--- config.mk ---
export PLATFORM = sky130hd
export DESIGN_NAME = late_result_interlock
export DESIGN_NICKNAME = d
export VERILOG_FILES = /design/src/rtl/lri_pkg.sv /design/src/rtl/lri_overlap.sv /design/src/rtl/lri_hazard.sv /design/src/rtl/late_result_interlock.sv
export SDC_FILE = /design/constraint.sdc
export NUM_CORES = 1
export LEC_CHECK = 0
export BUFFER_PORTS_ARGS = -buffer_cell sky130_fd_sc_hd__buf_2
export CELL_PAD_IN_SITES_DETAIL_PLACEMENT = 2
export CELL_PAD_IN_SITES_GLOBAL_PLACEMENT = 2
export CORE_MARGIN = 4
export CORE_UTILIZATION = 32
export CTS_CLUSTER_DIAMETER = 120
export DETAILED_ROUTE_END_ITERATION = 6
export PLACE_DENSITY = 0.72
export SLEW_MARGIN = 5
export SYNTH_ARGS = -nofsm -noshare
export SYNTH_HDL_FRONTEND = slang
export SYNTH_SLANG_ARGS = --single-unit
--- constraint.sdc ---
create_clock -name clk -period 1.5 [get_ports clk]
set_clock_uncertainty 0.15 [all_clocks]
set_input_delay 0.225 -clock clk [delete_from_list [all_inputs] [get_ports clk]]
set_output_delay 0.225 -clock clk [all_outputs]
set_load 0.005 [all_outputs]
--- src/rtl/lri_pkg.sv ---
`timescale 1ns/1ps
package lri_pkg;
    localparam int RES_COUNT = 6;
    localparam int TAG_BITS  = 8;

    typedef enum int {
        RES_MD_LO  = 0,
        RES_MD_HI  = 1,
        RES_MD_ST  = 2,
        RES_ACC_LO = 3,
        RES_ACC_HI = 4,
        RES_ACC_ST = 5
    } res_idx_e;
endpackage

--- src/rtl/lri_overlap.sv ---
`timescale 1ns/1ps
module lri_overlap #(
    parameter int W = lri_pkg::RES_COUNT
) (
    input  logic [W-1:0] a_i,
    input  logic [W-1:0] b_i,
    output logic         any_o
);
    logic [W-1:0] hit;

    for (genvar i = 0; i < W; i++) begin : g_bit
        assign hit[i] = a_i[i] & b_i[i];
    end

    assign any_o = |hit;
endmodule

--- src/rtl/lri_hazard.sv ---
`timescale 1ns/1ps
module lri_hazard #(
    parameter int NRES = lri_pkg::RES_COUNT
) (
    input  logic            rd_valid_i,
    input  logic [NRES-1:0] rd_mask_i,
    input  logic            rd_cstore_i,
    input  logic            wr_valid_i,
    input  logic [NRES-1:0] wr_mask_i,
    output logic            hold_o
);
    logic shared;

    lri_overlap #(.W(NRES)) u_ovl (
        .a_i   (rd_mask_i),
        .b_i   (wr_mask_i),
        .any_o (shared)
    );

    // Late-written result cannot be forwarded to the memory stage.
    assign hold_o = rd_valid_i & wr_valid_i & ~rd_cstore_i & shared;
endmodule

--- src/rtl/late_result_interlock.sv ---
`timescale 1ns/1ps
module late_result_interlock #(
    parameter int TAG_W = lri_pkg::TAG_BITS,
    parameter int NRES  = lri_pkg::RES_COUNT
) (
    input  logic             clk,
    input  logic             rst,
    input  logic             flush,
    input  logic             in_valid,
    input  logic [TAG_W-1:0] in_tag,
    input  logic [NRES-1:0]  in_wr_mask,
    input  logic [NRES-1:0]  in_rd_mask,
    input  logic             in_cstore,
    output logic             stall_o,
    output logic             bubble_o,
    output logic             mem_valid_o,
    output logic [TAG_W-1:0] mem_tag_o,
    output logic             exe_valid_o,
    output logic [TAG_W-1:0] exe_tag_o,
    output logic             wb_valid_o,
    output logic [TAG_W-1:0] wb_tag_o
);
    typedef struct packed {
        logic             valid;
        logic [TAG_W-1:0] tag;
        logic [NRES-1:0]  wr;
        logic [NRES-1:0]  rd;
        logic             cs;
    } front_t;

    typedef struct packed {
        logic             valid;
        logic [TAG_W-1:0] tag;
        logic [NRES-1:0]  wr;
    } prod_t;

    typedef struct packed {
        logic             valid;
        logic [TAG_W-1:0] tag;
    } retire_t;

    typedef struct packed {
        front_t  dec;
        front_t  adr;
        front_t  mem;
        prod_t   exe;
        retire_t wb;
        logic    bubble;
    } state_t;

    state_t st_q, st_d;
    logic   hold;

    lri_hazard #(.NRES(NRES)) u_haz (
        .rd_valid_i  (st_q.mem.valid),
        .rd_mask_i   (st_q.mem.rd),
        .rd_cstore_i (st_q.mem.cs),
        .wr_valid_i  (st_q.exe.valid),
        .wr_mask_i   (st_q.exe.wr),
        .hold_o      (hold)
    );

    always_comb begin
        st_d = st_q;

        // write-back always advances
        st_d.wb.valid = st_q.exe.valid;
        st_d.wb.tag   = st_q.exe.tag;

        if (hold) begin
            st_d.exe = '0;
        end else begin
            st_d.dec.valid = in_valid;
            st_d.dec.tag   = in_tag;
            st_d.dec.wr    = in_wr_mask;
            st_d.dec.rd    = in_rd_mask;
            st_d.dec.cs    = in_cstore;
            st_d.adr       = st_q.dec;
            st_d.mem       = st_q.adr;
            st_d.exe.valid = st_q.mem.valid;
            st_d.exe.tag   = st_q.mem.tag;
            st_d.exe.wr    = st_q.mem.wr;
        end

        if (flush) begin
            st_d.dec.valid = 1'b0;
            st_d.adr.valid = 1'b0;
            st_d.mem.valid = 1'b0;
            st_d.exe       = '0;
        end

        st_d.bubble = hold;
    end

    always_ff @(posedge clk) begin
        if (rst) begin
            st_q <= '0;
        end else begin
            st_q <= st_d;
        end
    end

    assign stall_o     = hold;
    assign bubble_o    = st_q.bubble;
    assign mem_valid_o = st_q.mem.valid;
    assign mem_tag_o   = st_q.mem.tag;
    assign exe_valid_o = st_q.exe.valid;
    assign exe_tag_o   = st_q.exe.tag;
    assign wb_valid_o  = st_q.wb.valid;
    assign wb_tag_o    = st_q.wb.tag;
endmodule

==> impl_results.html <==
<table>
<tr><th>Metric</th><th>Value</th></tr>
<tr><th colspan="2">Power and ir drop</th></tr>
<tr><td>Leakage power of the design</td><td>about 2.1 nW</td></tr>
<tr><td>Power Internal</td><td>3.501 mW</td></tr>
<tr><td>Combinational share of power</td><td>5.8%</td></tr>
<tr><td>Sw power</td><td>1.083 mW</td></tr>
<tr><td>Power density over the cells</td><td>roughly 990 nW/um^2</td></tr>
<tr><td>Sequential share of power</td><td>around 55%</td></tr>
<tr><td>Clock share of power</td><td>39.3%</td></tr>
<tr><td>Proportion of total power due to net switching</td><td>about a quarter</td></tr>
<tr><td>Maximum vdd drop</td><td>406.6 uV</td></tr>
<tr><th colspan="2">Setup path</th></tr>
<tr><td>Worst r2r src</td><td>st_q[30]</td></tr>
<tr><td>Signal arrival time at the worst endpoint</td><td>1.51 ns</td></tr>
<tr><td>Startpoint-to-endpoint class of the critical path</td><td>reg -&gt; out</td></tr>
<tr><td>Maximum fanout along the worst path</td><td>2</td></tr>
<tr><td>Launch point of the worst path</td><td>st_q[30]</td></tr>
<tr><td>Worst path required time</td><td>1.12 ns</td></tr>
<tr><td>Critical Path Source Type</td><td>register</td></tr>
<tr><td>Endpoint type of the worst setup path</td><td>output port</td></tr>
<tr><th colspan="2">Yosys</th></tr>
<tr><td>Count of flip-flops with a built-in enable after synthesis</td><td>0</td></tr>
<tr><td>Dominant combinational cell family by area after synthesis</td><td>simple AND/OR/NAND/NOR gates</td></tr>
<tr><td>Proportion of synthesized area in mux cells</td><td>12.87%</td></tr>
<tr><td>Sequential element share of the synthesized area</td><td>between 50% and 60%</td></tr>
<tr><td>Cell area after technology mapping</td><td>3423 sq um</td></tr>
<tr><td>Commonest register cell after synthesis</td><td>dfxtp_1</td></tr>
<tr><td>Net count of the mapped netlist</td><td>approximately 350</td></tr>
<tr><td>Mapped Avg Cell Area</td><td>10.63 sq um</td></tr>
<tr><td>Synthesis-stage register bit count</td><td>just over 90</td></tr>
<tr><td>Post-Synth Simple-Gate Area</td><td>17.14%</td></tr>
<tr><td>Area share of the largest cell type after synthesis</td><td>53.22%</td></tr>
<tr><td>Leading post-synthesis cells by instance count</td><td>dfxtp_1, nand2b_1, mux2i_1</td></tr>
<tr><td>Top cells by area, synth</td><td>dfxtp_1, mux2i_1, nand2b_1, buf_4, o32ai_1</td></tr>
<tr><td>Synth warn</td><td>0</td></tr>
<tr><td>Post-synthesis compound-gate area fraction</td><td>6.725%</td></tr>
<tr><td>Cell taking the most area after synthesis</td><td>dfxtp_1</td></tr>
<tr><td>Async set-reset flop share out of synthesis</td><td>0%</td></tr>
<tr><td>Xor/xnor share of the synthesized area</td><td>0%</td></tr>
<tr><td>Most repeated cell in the gate-level netlist after synthesis</td><td>dfxtp_1</td></tr>
<tr><td>Synth Area in Adders</td><td>0%</td></tr>
<tr><td>Post-synthesis cell count</td><td>~320</td></tr>
<tr><td>Number of distinct library cells after synthesis</td><td>18</td></tr>
<tr><th colspan="2">GRT</th></tr>
<tr><td>GRT Resource Usage Total</td><td>14.27%</td></tr>
<tr><td>Via count of the first global-routing pass</td><td>2684</td></tr>
<tr><td>Antenna violations before repair</td><td>0</td></tr>
<tr><td>Global route overflow</td><td>0</td></tr>
<tr><td>Largest net degree at the start of global routing</td><td>34</td></tr>
<tr><td>Wire length of the first global-routing pass</td><td>approximately 14000 um</td></tr>
<tr><th colspan="2">Place</th></tr>
<tr><td>Count of placed standard cells including taps</td><td>approximately 500</td></tr>
<tr><td>Placed standard-cell area</td><td>roughly 3800 sq um</td></tr>
<tr><td>Number of buffers added on ports</td><td>53</td></tr>
<tr><td>Gpl congestion</td><td>between 0.7 and 0.8</td></tr>
<tr><td>Detailed placer's ending HPWL</td><td>5384 um</td></tr>
<tr><th colspan="2">Timing</th></tr>
<tr><td>Highest attainable clock frequency</td><td>531.3 MHz</td></tr>
<tr><td>Worst slew pin tran</td><td>0.2945 ns</td></tr>
<tr><td>Worst hold slack across all endpoints</td><td>about 0.026 ns</td></tr>
<tr><td>Hold Fails Final Rpt</td><td>0</td></tr>
<tr><td>Tcrit/Tclk final</td><td>125.5%</td></tr>
<tr><td>Clock period minus worst slack</td><td>1.882 ns</td></tr>
<tr><td>Total negative slack</td><td>-21.87 ns</td></tr>
<tr><td>Setup repair after global routing missed its margin</td><td>yes</td></tr>
<tr><td>Final Max Tran Viols</td><td>0</td></tr>
<tr><td>Setup violations, final</td><td>83</td></tr>
<tr><td>Setup slack after layout</td><td>-0.3822 ns</td></tr>
<tr><td>Max-Slew Margin vs Limit</td><td>80.36%</td></tr>
<tr><th colspan="2">Clock tree</th></tr>
<tr><td>Clock Path Buffers</td><td>2</td></tr>
<tr><td>Number of clock buffers inserted by TritonCTS</td><td>9</td></tr>
<tr><td>Number of H-tree branching levels</td><td>3</td></tr>
<tr><td>Root Driver</td><td>clkbuf_8</td></tr>
<tr><td>Clock network latency to the later pin of the worst-skew pair</td><td>roughly 0.38 ns</td></tr>
<tr><td>TritonCTS sink count</td><td>between 90 and 100</td></tr>
<tr><td>Clock tree from TritonCTS</td><td>built</td></tr>
<tr><td>Clock slew at reported path FFs</td><td>around 0.10 ns</td></tr>
<tr><th colspan="2">Drt</th></tr>
<tr><td>Post-detailed-route via-to-cell ratio</td><td>4.591</td></tr>
<tr><td>First-pass DRT Iterations</td><td>4</td></tr>
<tr><td>Antenna Nets Post-Route</td><td>0</td></tr>
<tr><td>Starting DRT DRC Count</td><td>roughly 100</td></tr>
<tr><td>Average wire per cell in the routed design</td><td>17.09 um</td></tr>
<tr><td>Sum of routed wire length over all layers</td><td>9109 um</td></tr>
<tr><td>Post-detailed-route DRC marker count</td><td>0</td></tr>
<tr><td>Via count</td><td>2447</td></tr>
<tr><th colspan="2">Worst hold path</th></tr>
<tr><td>Type of the tightest min-delay check</td><td>in -&gt; reg</td></tr>
<tr><td>Worst Min Path Start</td><td>in_cstore</td></tr>
<tr><th colspan="2">Flow run</th></tr>
<tr><td>Max-Cap Viols</td><td>0</td></tr>
<tr><th colspan="2">Status</th></tr>
<tr><td>Violated checks</td><td>negative setup slack</td></tr>
<tr><td>Run status</td><td>finished with violations</td></tr>
<tr><th colspan="2">Floorplanning</th></tr>
<tr><td>I/O pin total</td><td>54</td></tr>
<tr><td>Effective utilization at floorplan</td><td>33.01%</td></tr>
<tr><td>Die ar.</td><td>between 10000 and 15000 sq um</td></tr>
<tr><td>Placement Rows</td><td>37</td></tr>
<tr><td>Vertical extent of the die</td><td>111.4 um</td></tr>
<tr><td>Placeable core region</td><td>just over 10000 sq um</td></tr>
<tr><td>DIE WIDTH</td><td>roughly 110 um</td></tr>
<tr><th colspan="2">Layout</th></tr>
<tr><td>Layout Cells excl Fill</td><td>~530</td></tr>
<tr><td>Post-route cell area</td><td>between 4000 and 5000 sq um</td></tr>
<tr><td>Area growth from synthesis to final layout</td><td>35.49%</td></tr>
<tr><td>Share of post-route cells with drive strength above 1</td><td>32.49%</td></tr>
<tr><td>Number of diodes</td><td>0</td></tr>
<tr><td>Layout filler cell count</td><td>1080</td></tr>
<tr><td>Final design utilization</td><td>~45%</td></tr>
<tr><td>Number of nets in the layout</td><td>417</td></tr>
</table>
cell families (layout without fill, tap and decap cells):
kind of cell | count (synthesis) | after routing
and+or+nand+nor | 96 | 96
DFF | 91 | 91
buffers and inverters | 66 | 141
muxes | 44 | 44
AOI/OAI and AO/OA | 25 | 25
cell usage in the layout (no fill, tap or decap), types with 2 or more instances in the layout:
master,n
a22o_1,2
and3_1,13
and3_4,2
buf_12,6
buf_2,52
buf_4,14
buf_6,7
clkbuf_16,4
clkbuf_8,11
dfxtp_1,90
dlygate4sd3_1,19
inv_1,20
mux2i_1,40
mux2i_2,3
nand2_1,3
nand2b_1,64
nor2_1,2
nor2b_1,9
o32ai_1,4
o32ai_2,14
o32ai_4,2
cell type report:
cell class	count	area [sq um]	area share [%]
timing repair buffer	104	897.1	19.34
clock inverter	5	60.06	1.295
inverter	21	81.33	1.753
multi-input combinational	165	1455	31.37
tap	136	170.2	3.669
clock buffer	11	151.4	3.264
sequential	91	1823	39.30
power by group through the flow:
stage	combinational, mW	sequential (mW)	clock (mW)
after CTS	0.254	2.52	1.85
after global placement	0.198	2.57	0
after global routing	0.299	2.53	1.95
after detailed placement	0.209	2.57	0
final	0.265	2.52	1.80
after floorplan	0.137	2.56	0
sequential cells by signal, indices dropped and copies added (netlist names):
| name | count |
|---|---|
| mem_tag_o | 8 |
| wb_valid_o | 1 |
| st_q | 63 |
| exe_tag_o | 8 |
| bubble_o | 1 |
| exe_valid_o | 1 |
| mem_valid_o | 1 |
| wb_tag_o | 8 |
timing repair:
item	CTS	global route
resized for setup	19	27
pin swaps	2	2
endpoints found under the hold margin	19	0
hold buffers	19	0
buffers inserted	3	3
setup endpoints to repair	77	83
gates cloned	1	4
metal layers:
metal | part of all wire (%) | GRT usage, % | wire (um)
met1 | 42 | 15.91 | 3795
met2 | 51 | 25.25 | 4650
met3 | 4.3 | 4.728 | 388
met4 | 3.0 | 5.353 | 274
met5 | 0 | 0 | 0
worst max-delay path, stage by stage, from the launching register on:
cell and delay (ns):
dfxtp_2 0.34, a22o_4 0.26, o31ai_4 0.34, inv_4 0.08, buf_6 0.12
final timing paths:
kind	end	slack, ns	cells past startpoint
hold reg to reg	wb_tag_o[0]	0.32	1
setup / recovery	stall_o	-0.38	4
hold / removal	st_q[69]	0.03	3
setup reg to reg	st_q[49]	-0.36	7
metrics by stage:
stage / power (mW) / worst slack (ns)
after detailed placement: 2.781 / -0.2454
after floorplan: 2.699 / -0.05521
final: 4.584 / -0.3822
after global routing: 4.778 / -0.4615
after CTS: 4.617 / -0.3439
after global placement: 2.764 / -0.1430
No activity file was read; power rests on OpenSTA's default activity.
